==> src/rtl/usbp_pkg.sv <==
package usbp_pkg;

    localparam int REG_W  = 32;
    localparam int TEST_W = 4;

    // bit positions a reader of the word depends on
    localparam int BIT_CONN = 0;
    localparam int BIT_OC   = 4;
    localparam int CTL_LO   = 16;
    localparam int CTL_HI   = 22;

    // bits that read as one after reset and never change
    localparam logic [REG_W-1:0] FIXED_ONES = 32'h0000_3000;

    typedef enum logic {
        LINK_DETACHED,
        LINK_ATTACHED
    } link_state_t;

    typedef enum logic {
        PME_QUIET,
        PME_PENDING
    } pme_state_t;

    // control field, bits 22:16 of the port word
    typedef struct packed {
        logic              wake_oc;
        logic              wake_detach;
        logic              wake_attach;
        logic [TEST_W-1:0] test_code;
    } port_ctl_t;

endpackage

==> src/rtl/usbp_link_fsm.sv <==
module usbp_link_fsm
    import usbp_pkg::*;
(
    input  logic clk,
    input  logic por_n,
    input  logic hc_reset,
    input  logic conn_in,
    output logic attached,
    output logic evt_attach,
    output logic evt_detach
);

    link_state_t state_q;
    link_state_t state_d;

    // state register
    always_ff @(posedge clk or negedge por_n) begin
        if (!por_n) begin
            state_q <= LINK_DETACHED;
        end else if (hc_reset) begin
            state_q <= LINK_DETACHED;
        end else begin
            state_q <= state_d;
        end
    end

    // next state and transition outputs
    always_comb begin
        state_d    = state_q;
        evt_attach = 1'b0;
        evt_detach = 1'b0;
        unique case (state_q)
            LINK_DETACHED: begin
                if (conn_in) begin
                    state_d    = LINK_ATTACHED;
                    evt_attach = 1'b1;
                end
            end
            LINK_ATTACHED: begin
                if (!conn_in) begin
                    state_d    = LINK_DETACHED;
                    evt_detach = 1'b1;
                end
            end
            default: state_d = LINK_DETACHED;
        endcase
    end

    always_comb begin
        attached = (state_q == LINK_ATTACHED);
    end

endmodule

==> src/rtl/usbp_test_decode.sv <==
module usbp_test_decode
    import usbp_pkg::*;
#(
    parameter int MODE_N = 5
) (
    input  logic [TEST_W-1:0] code,
    output logic              active,
    output logic [MODE_N-1:0] sel
);

    assign active = |code;

    // code m+1 selects line m; codes above MODE_N select nothing
    for (genvar m = 0; m < MODE_N; m++) begin : g_mode
        assign sel[m] = (code == TEST_W'(m + 1));
    end

endmodule

==> src/rtl/usbp_port_reg.sv <==
module usbp_port_reg
    import usbp_pkg::*;
#(
    parameter int MODE_N = 5
) (
    input  logic              clk,
    input  logic              por_n,
    input  logic              hc_reset,
    input  logic              wr_en,
    input  port_ctl_t         ctl_wdata,
    input  logic              conn_in,
    input  logic              oc_in,
    output logic [REG_W-1:0]  rd_value,
    output logic              wake_evt,
    output logic              test_active,
    output logic [MODE_N-1:0] test_sel
);

    port_ctl_t ctl_q;
    logic      oc_q;
    logic      attached;
    logic      evt_attach;
    logic      evt_detach;

    usbp_link_fsm u_link (
        .clk        (clk),
        .por_n      (por_n),
        .hc_reset   (hc_reset),
        .conn_in    (conn_in),
        .attached   (attached),
        .evt_attach (evt_attach),
        .evt_detach (evt_detach)
    );

    always_ff @(posedge clk or negedge por_n) begin
        if (!por_n) begin
            ctl_q <= '0;
            oc_q  <= 1'b0;
        end else if (hc_reset) begin
            ctl_q <= '0;
            oc_q  <= 1'b0;
        end else begin
            oc_q <= oc_in;
            if (wr_en) begin
                ctl_q <= ctl_wdata;
            end
        end
    end

    always_comb begin
        wake_evt = (ctl_q.wake_oc     & oc_q)
                 | (ctl_q.wake_attach & evt_attach)
                 | (ctl_q.wake_detach & evt_detach);
    end

    always_comb begin
        rd_value                 = FIXED_ONES;
        rd_value[BIT_CONN]       = attached;
        rd_value[BIT_OC]         = oc_q;
        rd_value[CTL_HI:CTL_LO]  = ctl_q;
    end

    usbp_test_decode #(.MODE_N(MODE_N)) u_dec (
        .code   (ctl_q.test_code),
        .active (test_active),
        .sel    (test_sel)
    );

endmodule

==> src/rtl/usbp_pme_flag.sv <==
module usbp_pme_flag
    import usbp_pkg::*;
(
    input  logic clk,
    input  logic por_n,
    input  logic hc_reset,
    input  logic set_any,
    input  logic clr,
    output logic pme
);

    pme_state_t state_q;
    pme_state_t state_d;

    always_ff @(posedge clk or negedge por_n) begin
        if (!por_n) begin
            state_q <= PME_QUIET;
        end else if (hc_reset) begin
            state_q <= PME_QUIET;
        end else begin
            state_q <= state_d;
        end
    end

    // a new event outranks the acknowledge
    always_comb begin
        state_d = state_q;
        unique case (state_q)
            PME_QUIET: begin
                if (set_any) state_d = PME_PENDING;
            end
            PME_PENDING: begin
                if (clr && !set_any) state_d = PME_QUIET;
            end
            default: state_d = PME_QUIET;
        endcase
    end

    always_comb begin
        pme = (state_q == PME_PENDING);
    end

endmodule

==> src/rtl/usbp_port_bank.sv <==
module usbp_port_bank
    import usbp_pkg::*;
#(
    parameter int NPORTS    = 6,
    parameter int ADDR_W    = 8,
    parameter int BASE_ADDR = 'h44,
    parameter int MODE_N    = 5
) (
    input  logic                       clk,
    input  logic                       por_n,
    input  logic                       sys_rst_n,
    input  logic                       hc_reset,
    input  logic [ADDR_W-1:0]          bus_addr,
    input  logic                       bus_wr,
    input  logic                       bus_rd,
    input  logic [REG_W-1:0]           bus_wdata,
    output logic [REG_W-1:0]           bus_rdata,
    input  logic [NPORTS-1:0]          port_connect,
    input  logic [NPORTS-1:0]          port_overcur,
    input  logic                       pme_clr,
    output logic                       pme_status,
    output logic [NPORTS-1:0]          test_active,
    output logic [NPORTS*MODE_N-1:0]   test_sel
);

    localparam int STRIDE = 4;

    logic [NPORTS-1:0] hit;
    logic [NPORTS-1:0] wake_vec;
    logic [REG_W-1:0]  rd_val [NPORTS];
    logic [REG_W-1:0]  rd_mux;
    logic [REG_W-1:0]  rdata_q;
    port_ctl_t         ctl_wdata;
    logic              wdata_unused;

    assign ctl_wdata    = bus_wdata[CTL_HI:CTL_LO];
    assign wdata_unused = ^{bus_wdata[REG_W-1:CTL_HI+1], bus_wdata[CTL_LO-1:0]};

    for (genvar p = 0; p < NPORTS; p++) begin : g_port
        localparam logic [ADDR_W-1:0] SLOT_ADDR = ADDR_W'(BASE_ADDR + STRIDE * p);

        assign hit[p] = (bus_addr == SLOT_ADDR);

        usbp_port_reg #(.MODE_N(MODE_N)) u_reg (
            .clk         (clk),
            .por_n       (por_n),
            .hc_reset    (hc_reset),
            .wr_en       (bus_wr & hit[p]),
            .ctl_wdata   (ctl_wdata),
            .conn_in     (port_connect[p]),
            .oc_in       (port_overcur[p]),
            .rd_value    (rd_val[p]),
            .wake_evt    (wake_vec[p]),
            .test_active (test_active[p]),
            .test_sel    (test_sel[p*MODE_N +: MODE_N])
        );
    end

    always_comb begin
        rd_mux = '0;
        for (int p = 0; p < NPORTS; p++) begin
            if (hit[p]) rd_mux = rd_val[p];
        end
    end

    always_ff @(posedge clk or negedge sys_rst_n) begin
        if (!sys_rst_n) begin
            rdata_q <= '0;
        end else if (bus_rd) begin
            rdata_q <= rd_mux;
        end
    end

    assign bus_rdata = rdata_q;

    usbp_pme_flag u_pme (
        .clk      (clk),
        .por_n    (por_n),
        .hc_reset (hc_reset),
        .set_any  (|wake_vec),
        .clr      (pme_clr),
        .pme      (pme_status)
    );

endmodule

==> config.mk <==
export PLATFORM = sky130hd
export DESIGN_NAME = usbp_port_bank
export DESIGN_NICKNAME = d
export VERILOG_FILES = /design/src/rtl/usbp_pkg.sv /design/src/rtl/usbp_link_fsm.sv /design/src/rtl/usbp_test_decode.sv /design/src/rtl/usbp_port_reg.sv /design/src/rtl/usbp_pme_flag.sv /design/src/rtl/usbp_port_bank.sv
export SDC_FILE = /design/constraint.sdc
export NUM_CORES = 1
export LEC_CHECK = 0
export ABC_AREA = 0
export BUFFER_PORTS_ARGS = -buffer_cell sky130_fd_sc_hd__buf_2
export CORE_UTILIZATION = 51
export CTS_CLUSTER_DIAMETER = 120
export DETAILED_ROUTE_END_ITERATION = 6
export GPL_TIMING_DRIVEN = 0
export MAX_ROUTING_LAYER = met4
export PLACE_DENSITY_LB_ADDON = 0.08
export SLEW_MARGIN = 25
export SYNTH_ARGS = -nofsm -noshare
export SYNTH_HDL_FRONTEND = slang
export SYNTH_SLANG_ARGS = --single-unit
==> constraint.sdc <==
create_clock -name clk -period 1.6 [get_ports clk]
set_input_delay 0.32 -clock clk [delete_from_list [all_inputs] [get_ports clk]]
set_output_delay 0.32 -clock clk [all_outputs]
set_load 0.05 [all_outputs]
==> results.cfg <==
[status]
status = finished with violations
failed_checks = negative setup slack

[global_routing]
grt_pass1_vias = 3395
grt_pass1_wl_um = 17680
track_usage_pct = 32.50
grt_max_degree = 56
grt-ovfl-total = 0
grt_antenna_before_repair = 0

[final_layout]
final_common_cell = nor2_1
register_area_um2 = 1657
multi_input_area_um2 = 2382
fill_cells = 424
synthToLayoutAreaGrowth_pct = 51.85
drive_gt1_share_pct = 49.03
nets = 572
design_area_um2 = 5654
final_cell_mix = nor2_1, buf_4, buf_6
diodes = 0

[setup_path]
end_kind = output port
reg2reg_depth = 6
critPathLaunchType = flip-flop
r2r_start = g_port[1].u_reg.rd_value[19]$_DFFE_PN0P_
cp_max_fo = 5
critPathArrivalTime_ps = 1510
critPathKind = flip-flop to output port
r2r_end = bus_rdata[19]$_DFFE_PN0P_
rrSetupSlack_ps = 110
required_ps = 1280

[drt]
drc = 0
wl_per_cell_um = 20.68
drt_iter0_drc = 359
wirelength_um = 12700
drtPass1Iterations = 5
drtAntennaViolNets = 0
viasPerCell = 6.042
vias = 3710

[die]
chipHeight_um = 87.45
die-area_um2 = 7647
initial_utilization_pct = 53.91
core-area_um2 = 6907
io_pins = 128
placementRows = 30
dieWidth_um = 87.45

[timing]
worst_pin_slew_ps = 696.4
fmaxAchievable_ghz = 0.5469
holdWs_ps = 4.491
setup_viol = 36
hold_viol_final = 0
period_minus_slack_ps = 1829
finClkSkew_ps = 7.396
grt_setup_unrepaired = yes
slew_headroom_pct = 53.57
min_period_over_period_pct = 114.3
layout_setup_ws_ps = -228.5
drv_slew = 0

[min_path]
min_path_type = primary input to async pin

[yosys]
synth_area_leader_cell = dfrtp_1
yosysWarnings = 0
netlist.area_leader.share_pct = 43.68
syn_area_um2 = 3724
syn_avg_cell_area_um2 = 10.12
synthTopCellsByArea = dfrtp_1, mux2i_1, nor2_1
synth_seq_area_share_pct = 43.68
yosysUniqueCellTypes = 39
synth-seq-cells = 65
synth_cells = 368

[place]
dpl.hpwl_um = 7230
globalplace.congestion = 0.9400
io_buffers = 79
dpl_cell_area_um2 = 4546

[cts]
cts_buffers = 9
clock_sinks = 65
clkTransAtPathRegs_ps = 80
cts_buffer_depth = 2
cts_tree = yes
htreeDepth = 3
clkLatencyLatePin_ps = 360
cts_root_buf = clkbuf_8

[power]
p_leak_nw = 2.630
peakVddDrop_mv = 0.8031
power.density_nw_per_um2 = 654.3

[job]
max-cap-violations = 0
## area by class of cell
class                           count  area share, %
Multi-Input combinational cell    275          42.13
Sequential cell                    65          29.30
Timing Repair Buffer              120          18.26
Buffer                             40          4.603
Clock buffer                       10          2.257
Tap cell                           96          2.124
Clock inverter                      6          1.195
Inverter                            2         0.1328
## cells in the mapped netlist (all sizes together)
| master | n |
|---|---|
| o221a | 9 |
| a22oi | 1 |
| a21o | 9 |
| o2111ai | 9 |
| or4 | 6 |
| nor3b | 3 |
| nand2b | 11 |
| nor2 | 58 |
| nand2 | 10 |
| o22ai | 3 |
| a2bb2oi | 9 |
| nand4 | 7 |
| nor2b | 14 |
| nor4bb | 7 |
| nor4b | 9 |
| or4b | 2 |
| inv | 2 |
| a21oi | 2 |
| clkbuf | 16 |
| o221ai | 9 |
| buf | 30 |
| nor3 | 22 |
| conb | 1 |
| o21ai | 1 |
| nor4 | 1 |
| nand3 | 1 |
| nand3b | 6 |
| dfrtp | 65 |
| mux2i | 42 |
| a222oi | 1 |
| and2 | 1 |
| or4bb | 1 |
## per-stage QoR
step	power (mW)	worst slack (ps)	instances	setup TNS [ps]	utilization (%)
after global placement	2.256	-418.0	563	-18730	65.78
after CTS	3.654	-193.2	601	-4863	76.88
after floorplan	2.096	-261.4	388	-3591	-
after detailed placement	2.265	-519.7	563	-21930	65.82
after global routing	3.803	-249.9	614	-6701	81.87
final	3.699	-228.5	614	-5455	81.87
## worst max-delay path by stage
| stage | startpoint | to | slack, ps | cells past startpoint |
|---|---|---|---|---|
| global placement | bus_addr[4] | g_port[2].u_reg.rd_value[20]$_DFFE_PN0P_ | -420 | 6 |
| floorplan | g_port[0].u_reg.rd_value[19]$_DFFE_PN0P_ | test_sel[0] | -260 | 1 |
| global route | g_port[2].u_reg.rd_value[18]$_DFFE_PN0P_ | test_sel[11] | -250 | 3 |
| finish | g_port[2].u_reg.rd_value[18]$_DFFE_PN0P_ | test_sel[11] | -230 | 3 |
| CTS | g_port[5].u_reg.rd_value[17]$_DFFE_PN0P_ | test_active[5] | -190 | 2 |
| detailed placement | bus_addr[4] | g_port[2].u_reg.rd_value[19]$_DFFE_PN0P_ | -520 | 6 |
## registers in the layout (all words and copies together), names as in the netlist
register	count
u_pme.pme	1
g_port.u_reg.oc_q	6
g_port.u_reg.u_link.attached	6
g_port.u_reg.rd_value	42
bus_rdata	10
## critical path: stages (launching register included)
cell     delay (ps)
dfrtp_2         430
buf_6           150
nor4b_4         360
buf_6           220
## power by group
part	total (mW)	switching, mW	internal, mW
registers	1.70	0.0243	1.67
logic	0.568	0.397	0.171
clock network	1.43	0.708	0.725
## cell families (layout without fill, tap and decap cells)
logic type	after synthesis	count (layout)	synth area share, %
AND/OR/NAND/NOR	159	159	24.93
flip-flops	65	65	43.68
AO/OA/AOI/OAI	53	53	12.27
buffers and inverters	48	178	7.728
multiplexers	42	42	11.29
other	1	21	0.1007
## repair_timing
| action | CTS | global route |
|---|---|---|
| resized for setup | 122 | 53 |
| endpoints found under the hold margin | 10 | 0 |
| gates cloned | 0 | 0 |
| endpoints found under the setup margin | 73 | 72 |
| pin swaps | 20 | 21 |
| hold buffers | 1 | 0 |
| buffers inserted | 27 | 13 |
## layer usage
layer,routed length (um),global-route usage [%]
met5,0,-
met4,422,12.37
met3,1225,8.152
met2,6110,48.30
met1,4938,42.93
(Power assumes the default switching activity.)
